`config.mk`:
```
export PLATFORM = sky130hd
export DESIGN_NAME = evt_tally
export DESIGN_NICKNAME = d
export VERILOG_FILES = /design/src/rtl/evt_tally_pkg.sv /design/src/rtl/evt_tally_ctrl.sv /design/src/rtl/evt_tally_dp.sv /design/src/rtl/evt_tally.sv
export SDC_FILE = /design/constraint.sdc
export NUM_CORES = 1
export LEC_CHECK = 0
export CAP_MARGIN = 0
export CORE_ASPECT_RATIO = 0.6
export CORE_MARGIN = 2
export CORE_UTILIZATION = 33
export CTS_CLUSTER_SIZE = 24
export DETAILED_ROUTE_END_ITERATION = 6
export PLACE_DENSITY = 0.54
export SLEW_MARGIN = 10
export SYNTH_ARGS = -nofsm -noshare
export SYNTH_HDL_FRONTEND = slang
export SYNTH_SLANG_ARGS = --single-unit
```
`constraint.sdc`:
```
create_clock -name clk -period 4.8 [get_ports clk]
set_input_delay 0.96 -clock clk [delete_from_list [all_inputs] [get_ports clk]]
set_output_delay 0.96 -clock clk [all_outputs]
set_load 0.03 [all_outputs]
```
`src/rtl/evt_tally_pkg.sv`:
```
package evt_tally_pkg;
  localparam int ADDR_W = 2;
  localparam logic [ADDR_W-1:0] ADDR_COUNT = 2'd0;
  localparam logic [ADDR_W-1:0] ADDR_INDEX = 2'd1;
  localparam logic [ADDR_W-1:0] ADDR_VALID = 2'd2;

  typedef struct packed {
    logic clrAll;   // zero write to the tally register
    logic bump;     // qualified event, already masked by clrAll
    logic idxLoad;  // write to the index register
  } strobe_t;
endpackage

```
`src/rtl/evt_tally_ctrl.sv`:
```
module evt_tally_ctrl
  import evt_tally_pkg::*;
#(
  parameter int DATA_W      = 8,
  parameter int SYNC_STAGES = 2
) (
  input  logic              clk,
  input  logic              rstN,
  input  logic              evtIn,
  input  logic              busWe,
  input  logic [ADDR_W-1:0] busAddr,
  input  logic [DATA_W-1:0] busWdata,
  output strobe_t           strb
);
  logic [SYNC_STAGES-1:0] syncQ;
  logic                   prevQ;
  logic                   riseNow;

  genvar gi;
  generate
    for (gi = 0; gi < SYNC_STAGES; gi++) begin : g_sync
      always_ff @(posedge clk or negedge rstN) begin
        if (!rstN) syncQ[gi] <= 1'b0;
        else if (gi == 0) syncQ[gi] <= evtIn;
        else syncQ[gi] <= syncQ[(gi == 0) ? 0 : gi-1];
      end
    end
  endgenerate

  always_ff @(posedge clk or negedge rstN) begin
    if (!rstN) prevQ <= 1'b0;
    else prevQ <= syncQ[SYNC_STAGES-1];
  end

  assign riseNow = syncQ[SYNC_STAGES-1] & ~prevQ;

  always_comb begin
    strb.clrAll  = busWe && (busAddr == ADDR_COUNT) && (busWdata == '0);
    strb.idxLoad = busWe && (busAddr == ADDR_INDEX);
    strb.bump    = riseNow && !strb.clrAll;
  end

  AST_ONE_PULSE: assert property (@(posedge clk) disable iff (!rstN)
    riseNow |=> !riseNow);
endmodule

```
`src/rtl/evt_tally_dp.sv`:
```
module evt_tally_dp
  import evt_tally_pkg::*;
#(
  parameter int DATA_W    = 8,
  parameter int STAMP_W   = 16,
  parameter int LOG_DEPTH = 4
) (
  input  logic               clk,
  input  logic               rstN,
  input  strobe_t            strb,
  input  logic [STAMP_W-1:0] stampIn,
  input  logic [ADDR_W-1:0]  busAddr,
  input  logic [DATA_W-1:0]  busWdata,
  output logic [DATA_W-1:0]  busRdata,
  output logic [STAMP_W-1:0] logStamp
);
  localparam int LOG_AW = (LOG_DEPTH > 1) ? $clog2(LOG_DEPTH) : 1;
  localparam logic [DATA_W-1:0] CNT_MAX = '1;
  localparam logic [LOG_AW-1:0] LAST_IDX = LOG_AW'(LOG_DEPTH-1);

  logic [DATA_W-1:0]    countQ;
  logic [LOG_DEPTH-1:0] validQ;
  logic [LOG_AW-1:0]    wrPtr;
  logic [LOG_AW-1:0]    rdIdx;
  logic [STAMP_W-1:0]   logMem [LOG_DEPTH];

  always_ff @(posedge clk or negedge rstN) begin
    if (!rstN) begin
      countQ <= '0;
      wrPtr  <= '0;
    end else if (strb.clrAll) begin
      countQ <= '0;
      wrPtr  <= '0;
    end else if (strb.bump) begin
      if (countQ != CNT_MAX) countQ <= countQ + 1'b1;
      if (wrPtr != LAST_IDX) wrPtr <= wrPtr + 1'b1;
    end
  end

  genvar ei;
  generate
    for (ei = 0; ei < LOG_DEPTH; ei++) begin : g_entry
      always_ff @(posedge clk or negedge rstN) begin
        if (!rstN) begin
          validQ[ei] <= 1'b0;
          logMem[ei] <= '0;
        end else if (strb.clrAll) begin
          validQ[ei] <= 1'b0;
        end else if (strb.bump && (wrPtr == LOG_AW'(ei))) begin
          validQ[ei] <= 1'b1;
          logMem[ei] <= stampIn;
        end
      end
    end
  endgenerate

  always_ff @(posedge clk or negedge rstN) begin
    if (!rstN) rdIdx <= '0;
    else if (strb.idxLoad) rdIdx <= busWdata[LOG_AW-1:0];
  end

  always_comb begin
    busRdata = '0;
    case (busAddr)
      ADDR_COUNT: busRdata = countQ;
      ADDR_INDEX: busRdata = DATA_W'(rdIdx);
      ADDR_VALID: busRdata = DATA_W'(validQ);
      default:    busRdata = '0;
    endcase
  end

  assign logStamp = logMem[rdIdx];

  AST_INCR_ONE: assert property (@(posedge clk) disable iff (!rstN)
    (strb.bump && countQ != CNT_MAX) |=> countQ == $past(countQ) + 1'b1);
  AST_SAT_HOLD: assert property (@(posedge clk) disable iff (!rstN)
    (countQ == CNT_MAX && !strb.clrAll) |=> countQ == CNT_MAX);
  AST_CLEAR_ALL: assert property (@(posedge clk) disable iff (!rstN)
    strb.clrAll |=> (countQ == '0 && validQ == '0));
  AST_IDX_NO_SIDE: assert property (@(posedge clk) disable iff (!rstN)
    (strb.idxLoad && !strb.clrAll && !strb.bump) |=> ($stable(countQ) && $stable(validQ)));
  AST_LAST_STICKY: assert property (@(posedge clk) disable iff (!rstN)
    (validQ[LOG_DEPTH-1] && !strb.clrAll) |=> validQ[LOG_DEPTH-1]);
  AST_VALID_ORDER: assert property (@(posedge clk) disable iff (!rstN)
    $countones(validQ) == int'(wrPtr) + (validQ[LOG_DEPTH-1] ? 1 : 0));
endmodule

```
`src/rtl/evt_tally.sv`:
```
module evt_tally
  import evt_tally_pkg::*;
#(
  parameter int DATA_W      = 8,
  parameter int STAMP_W     = 16,
  parameter int LOG_DEPTH   = 4,
  parameter int SYNC_STAGES = 2
) (
  input  logic               clk,
  input  logic               rstN,
  input  logic               evtIn,
  input  logic [STAMP_W-1:0] stampIn,
  input  logic               busWe,
  input  logic [1:0]         busAddr,
  input  logic [DATA_W-1:0]  busWdata,
  output logic [DATA_W-1:0]  busRdata,
  output logic [STAMP_W-1:0] logStamp
);
  strobe_t strb;

  evt_tally_ctrl #(.DATA_W(DATA_W), .SYNC_STAGES(SYNC_STAGES)) u_ctrl (
    .clk(clk), .rstN(rstN), .evtIn(evtIn), .busWe(busWe),
    .busAddr(busAddr), .busWdata(busWdata), .strb(strb)
  );

  evt_tally_dp #(.DATA_W(DATA_W), .STAMP_W(STAMP_W), .LOG_DEPTH(LOG_DEPTH)) u_dp (
    .clk(clk), .rstN(rstN), .strb(strb), .stampIn(stampIn),
    .busAddr(busAddr), .busWdata(busWdata),
    .busRdata(busRdata), .logStamp(logStamp)
  );
endmodule

```
== Word-level counts from Yosys, hierarchy flattened ==
Cells that the tools add are included.

* Add/sub/neg operators: 2
* Magnitude comparators: 1
* Equal/unequal tests: 7
* Muxes and demuxes: 18
* Bitwise gates (word level): 4
* Reductions and logical operators: 25

{| class="wikitable"
|+ Operators with widths
! cell !! number
|-
| binary-select mux 16 bit (select 2 bit) || 1
|-
| 2-to-1 mux 16 bit || 2
|-
| 2-to-1 mux 8 bit || 3
|-
| one-hot mux 8 bit (3 select lines) || 1
|-
| nonzero test 2 bit || 7
|-
| AND reduction 2 bit || 6
|-
| adder 8 x 1 -> 8 bit (second input constant) || 1
|-
| logical AND 1 bit || 8
|-
| zero test 8 bit || 1
|-
| 2-to-1 mux 1 bit || 8
|-
| != test 8 bit (second input constant) || 1
|-
| equality test 2 bit (second input constant) || 3
|-
| 2-to-1 mux 2 bit || 3
|-
| equality test 2 x 1 -> 1 bit (second input constant) || 2
|-
| zero test 2 bit || 2
|-
| >= comparator 3 bit (second input constant) || 1
|-
| NOT 2 -> 3 bit || 1
|-
| adder 2 x 1 -> 2 bit (second input constant) || 1
|-
| != test 2 bit (second input constant) || 1
|-
| NOT 1 bit || 2
|-
| AND 1 bit || 1
|-
| zero test 1 bit || 1
|}

* Bits in registers: 83
* Bits of input ports: 30
* Output and inout bits: 24
* Word-level logic and storage cells: 71

== Logic depth before layout (Yosys ltp) ==
* Depth in word-level cells: 8
* Gate-level depth with buffers: 7
* Gate-level depth less buffers: 5

== By module ==
Synthesis repeated with hierarchy kept, for this count alone.

* Cells, all modules: 259
* Area, all modules: 4052.6 um^2

{| class="wikitable"
|+ Modules (own cells, without submodules)
! module !! instances !! cells an instance !! area each (um^2) !! sequential area each (um^2)
|-
| evt_tally_dp || 1 || 249 || 3917.5 || 2001.9
|-
| evt_tally_ctrl || 1 || 10 || 135.1 || 75.1
|}

== Least setup slack after synthesis ==
No wires, ideal clock.

* Path type: input -> output
* Start: in busAddr[0]
* End: out busRdata[1]
* Data arrival time: 1922 ps
* Data required time: 3840 ps
* Setup slack: 1918 ps
* Stages on the path: 3
* Buffers on the path: 1
* Cells stage by stage: buf_4 -> mux2i_1 -> o21ai_0

* Cells in the longest elaborated chain, start to end: 2
* Elaborated cells between the ends (all ways): 4
* Those cells by class: eq/ne (2); mux (1); reduce/logical (1)

{| class="wikitable"
|+ RTL lines
! item !! RTL line !! RTL
|-
| start: declaration || evt_tally.sv:14 || <nowiki>input logic [1:0] busAddr,</nowiki>
|-
| equality test 2 bit (tied with other cells) || evt_tally_dp.sv:64 || <nowiki>case (busAddr)</nowiki>
|-
| one-hot mux 8 bit (3 select lines) * || evt_tally_dp.sv:64 ||
|-
| end: declaration || evt_tally.sv:16 || <nowiki>output logic [DATA_W-1:0] busRdata,</nowiki>
|}

Every way passes the cells marked *; elsewhere a longest branch is shown, timed or not.

== Final worst setup path ==
* Start: in busAddr[1]
* End: out busRdata[0]

Same word-level chain as after synthesis.

==> results.md <==
* Status: finished, final reports clean
* Root buf cell: clkbuf_16
* Residual overflow from global routing at 0
* Synth cell count leaders: 83 x dfrtp_1, 36 x mux2_4, 30 x mux2_2, 16 x mux4_2, 11 x nor2_1
* Worst path required time at 3.84 ns
* Crit-path max FO at 8
* IO Port Bufs at 53
* DRC viols at 0
* Post-DP HPWL at 5610 um
* Most frequent cell after synthesis: dfrtp_1
* RSZ-0062 raised after global routing: no
* Design Area, Final at 4900 sq um
* Top Ports at 54
* H-Tree Depth at 3
* Worst setup EP type: output pin
* Dpl cells at 464
* Ys Warns at 0
* Peak Freq at ~280 MHz
* Synth Area in Adders at 0.0155
* Placed instance area at 4620 sq um
* Synthesized-area fraction occupied by and/or/nand/nor cells at 0.0662
* Sink Count at 83
* Antenna Cells at 0
* Max rail drop VDD at 0.206 mV
* Row cnt at 31
* Effective utilization at floorplan at 0.336
* CTS tree: yes
* CTS resizes at 0
* GRT Util Overall at 0.138
* Leading register cell type out of synthesis: dfrtp_1
* Final setup viols at 0
* Largest net degree at the start of global routing at 55
* Layout cells sized above 1 at 0.330
* Maxcap violations at 0
* Core area at 12000 sq um
* Fin crit share at 0.756
* Top post-synthesis cells by area: dfrtp_1 52%, mux2_4 13%, mux4_2 8.9%
* Layout overhead on the synthesized area at 21.7%
* Routed len/inst at 17.2 um
* # hold bufs at CTS at 0
* Max Slew Vio Count at 0
* Initial antenna violation count at 0
* PwrDens at 645 nW/um^2
* Number of synthesized flops with an enable pin at 0
* Mux cell area share after synthesis at 0.320
* DP Worst Slack at 1.16 ns
* Netlist cell types at 37
* Critical path type: input pin to output pin
* Layout Cells excl Fill at 480
* Placer Congestion at 0.792
* Area leader, netlist: dfrtp_1
* Crit start category: input pin
* Global-route wire length before repair at between 10000 and 15000 um
* DRT Wirelength at 8230 um
* Setup repair bufs after CTS at 0
* Leak at 2.03 nW
* Compound-Gate Fraction of Synth Area at 0.0308
* Synth Instances at 258
* Worst slew pin tran at 1.10 ns
* Seq cells post-synth at 83
* Final min period at 3.63 ns
* Setup_tns at 0 ns
* XOR/XNOR Fraction of Synth Area at 0.00870
* Drt pass-1 iters at 4
* Worst slew margin at 0.268
* Cell Area, Synth at ~4000 sq um
* Vias in the first global route at 2443
* CTS Buf Count at 9
* Iter 0 DRT Violations at 81
* Net count after synthesis at 293
* ANT nets after route at 0
* DR vias/cell at 4.75
* Final hold vios at 0
* Sequential area share after synthesis at 0.516
* Largest family of logic cells by synthesized area: multiplexers
* CP arrival at 2.67 ns
* Worst-path clk slew at 0.06 ns
* Clock latency on the worst-skew pair at 0.34 ns
* Hold Crit Class: flop to flop
* Average instance area after synthesis at approximately 16 sq um
* Die width at 147 um
* Vias at 2281
* Clock Tree Buf Depth at 2
* Ys async rst share at 1.00
* Synth top area share at 0.516
* Total Nets Final at approximately 350
* Clock Skew at 0.00697 ns
* Die Ht at 89.6 um
* Final WS setup at roughly 1.2 ns
* Die Area at 13100 sq um
cell type report:
type / count / area [sq um]
inverter: 2 / 7.51
clock inverter: 5 / 27.5
multi-input combinational: 158 / 1780
sequential: 83 / 2080
tap: 165 / 206
fill: 1098 / 7090
timing repair buffer: 56 / 551
clock buffer: 11 / 253
sequential cells by signal, indices dropped and copies added, names as in the netlist:
name and flops:
u_dp.validQ 4, u_dp.rdIdx 2, u_dp.countQ 8, u_dp.wrPtr 2
u_ctrl.syncQ 2, u_dp.logMem 64, u_ctrl.prevQ 1
logic make-up after synthesis:
group | Yosys count
XOR/XNOR | 4
AO/OA/AOI/OAI | 18
adder cells (fa/ha/maj) | 5
AND/OR/NAND/NOR | 44
multiplexers | 87
flip-flops | 83
buffers and inverters | 17
where the power goes:
| part | switching (mW) | internal, mW |
|---|---|---|
| Combinational | 0.530 | 0.735 |
| Clock | 0.273 | 0.375 |
| Sequential | 0.220 | 1.03 |
| Total | 1.02 | 2.14 |
stage by stage:
step / util / power [mW] / hold slack [ns]
2_1_floorplan: - / 2.14 / 0.331
3_3_place_gp: 0.385 / 2.50 / 0.335
3_5_place_dp: 0.385 / 2.54 / 0.337
4_1_cts: 0.409 / 3.20 / 0.352
5_1_grt: 0.409 / 3.36 / 0.359
6_report: 0.409 / 3.16 / 0.354
critical path, cell delays in order:
cell             delay [ns]
clkdlybuf4s50_1        0.65
nor2b_1                0.21
nand2_1                0.06
o21ai_0                0.08
clkdlybuf4s50_1        0.70
final timing paths:
check | startpoint | endpoint | slack, ns | cells past startpoint
setup / recovery | busAddr[1] | busRdata[0] | 1.17 | 5
hold / removal | u_ctrl.syncQ[0] | u_ctrl.syncQ[1] | 0.35 | 0
setup reg to reg | u_ctrl.prevQ | u_dp.logMem[50] | 2.47 | 4
hold reg to reg | u_ctrl.syncQ[0] | u_ctrl.syncQ[1] | 0.35 | 0
max in group asynchronous | rstN | u_dp.logMem[42] | 3.27 | 2
min in group asynchronous | rstN | u_dp.logMem[56] | 0.67 | 1
per-layer routing:
metal	track usage	wire [um]	vias to the layer above
met5	0	0	-
met4	0.0521	111	0
met3	0.0429	358	12
met2	0.201	3440	42
met1	0.195	4320	1181
li1	-	-	1046
cells in the final DEF, fill, tap and decap left out, types with 6 or more instances in the layout:
cell type,netlist,final
clkbuf_16,0,9
mux2_4,36,36
nor2_1,11,11
and2_1,9,9
clkdlybuf4s50_1,0,52
nand2_1,6,6
dfrtp_1,83,83
mux2_2,30,30
mux4_2,16,16
(Power assumes the default switching activity.)
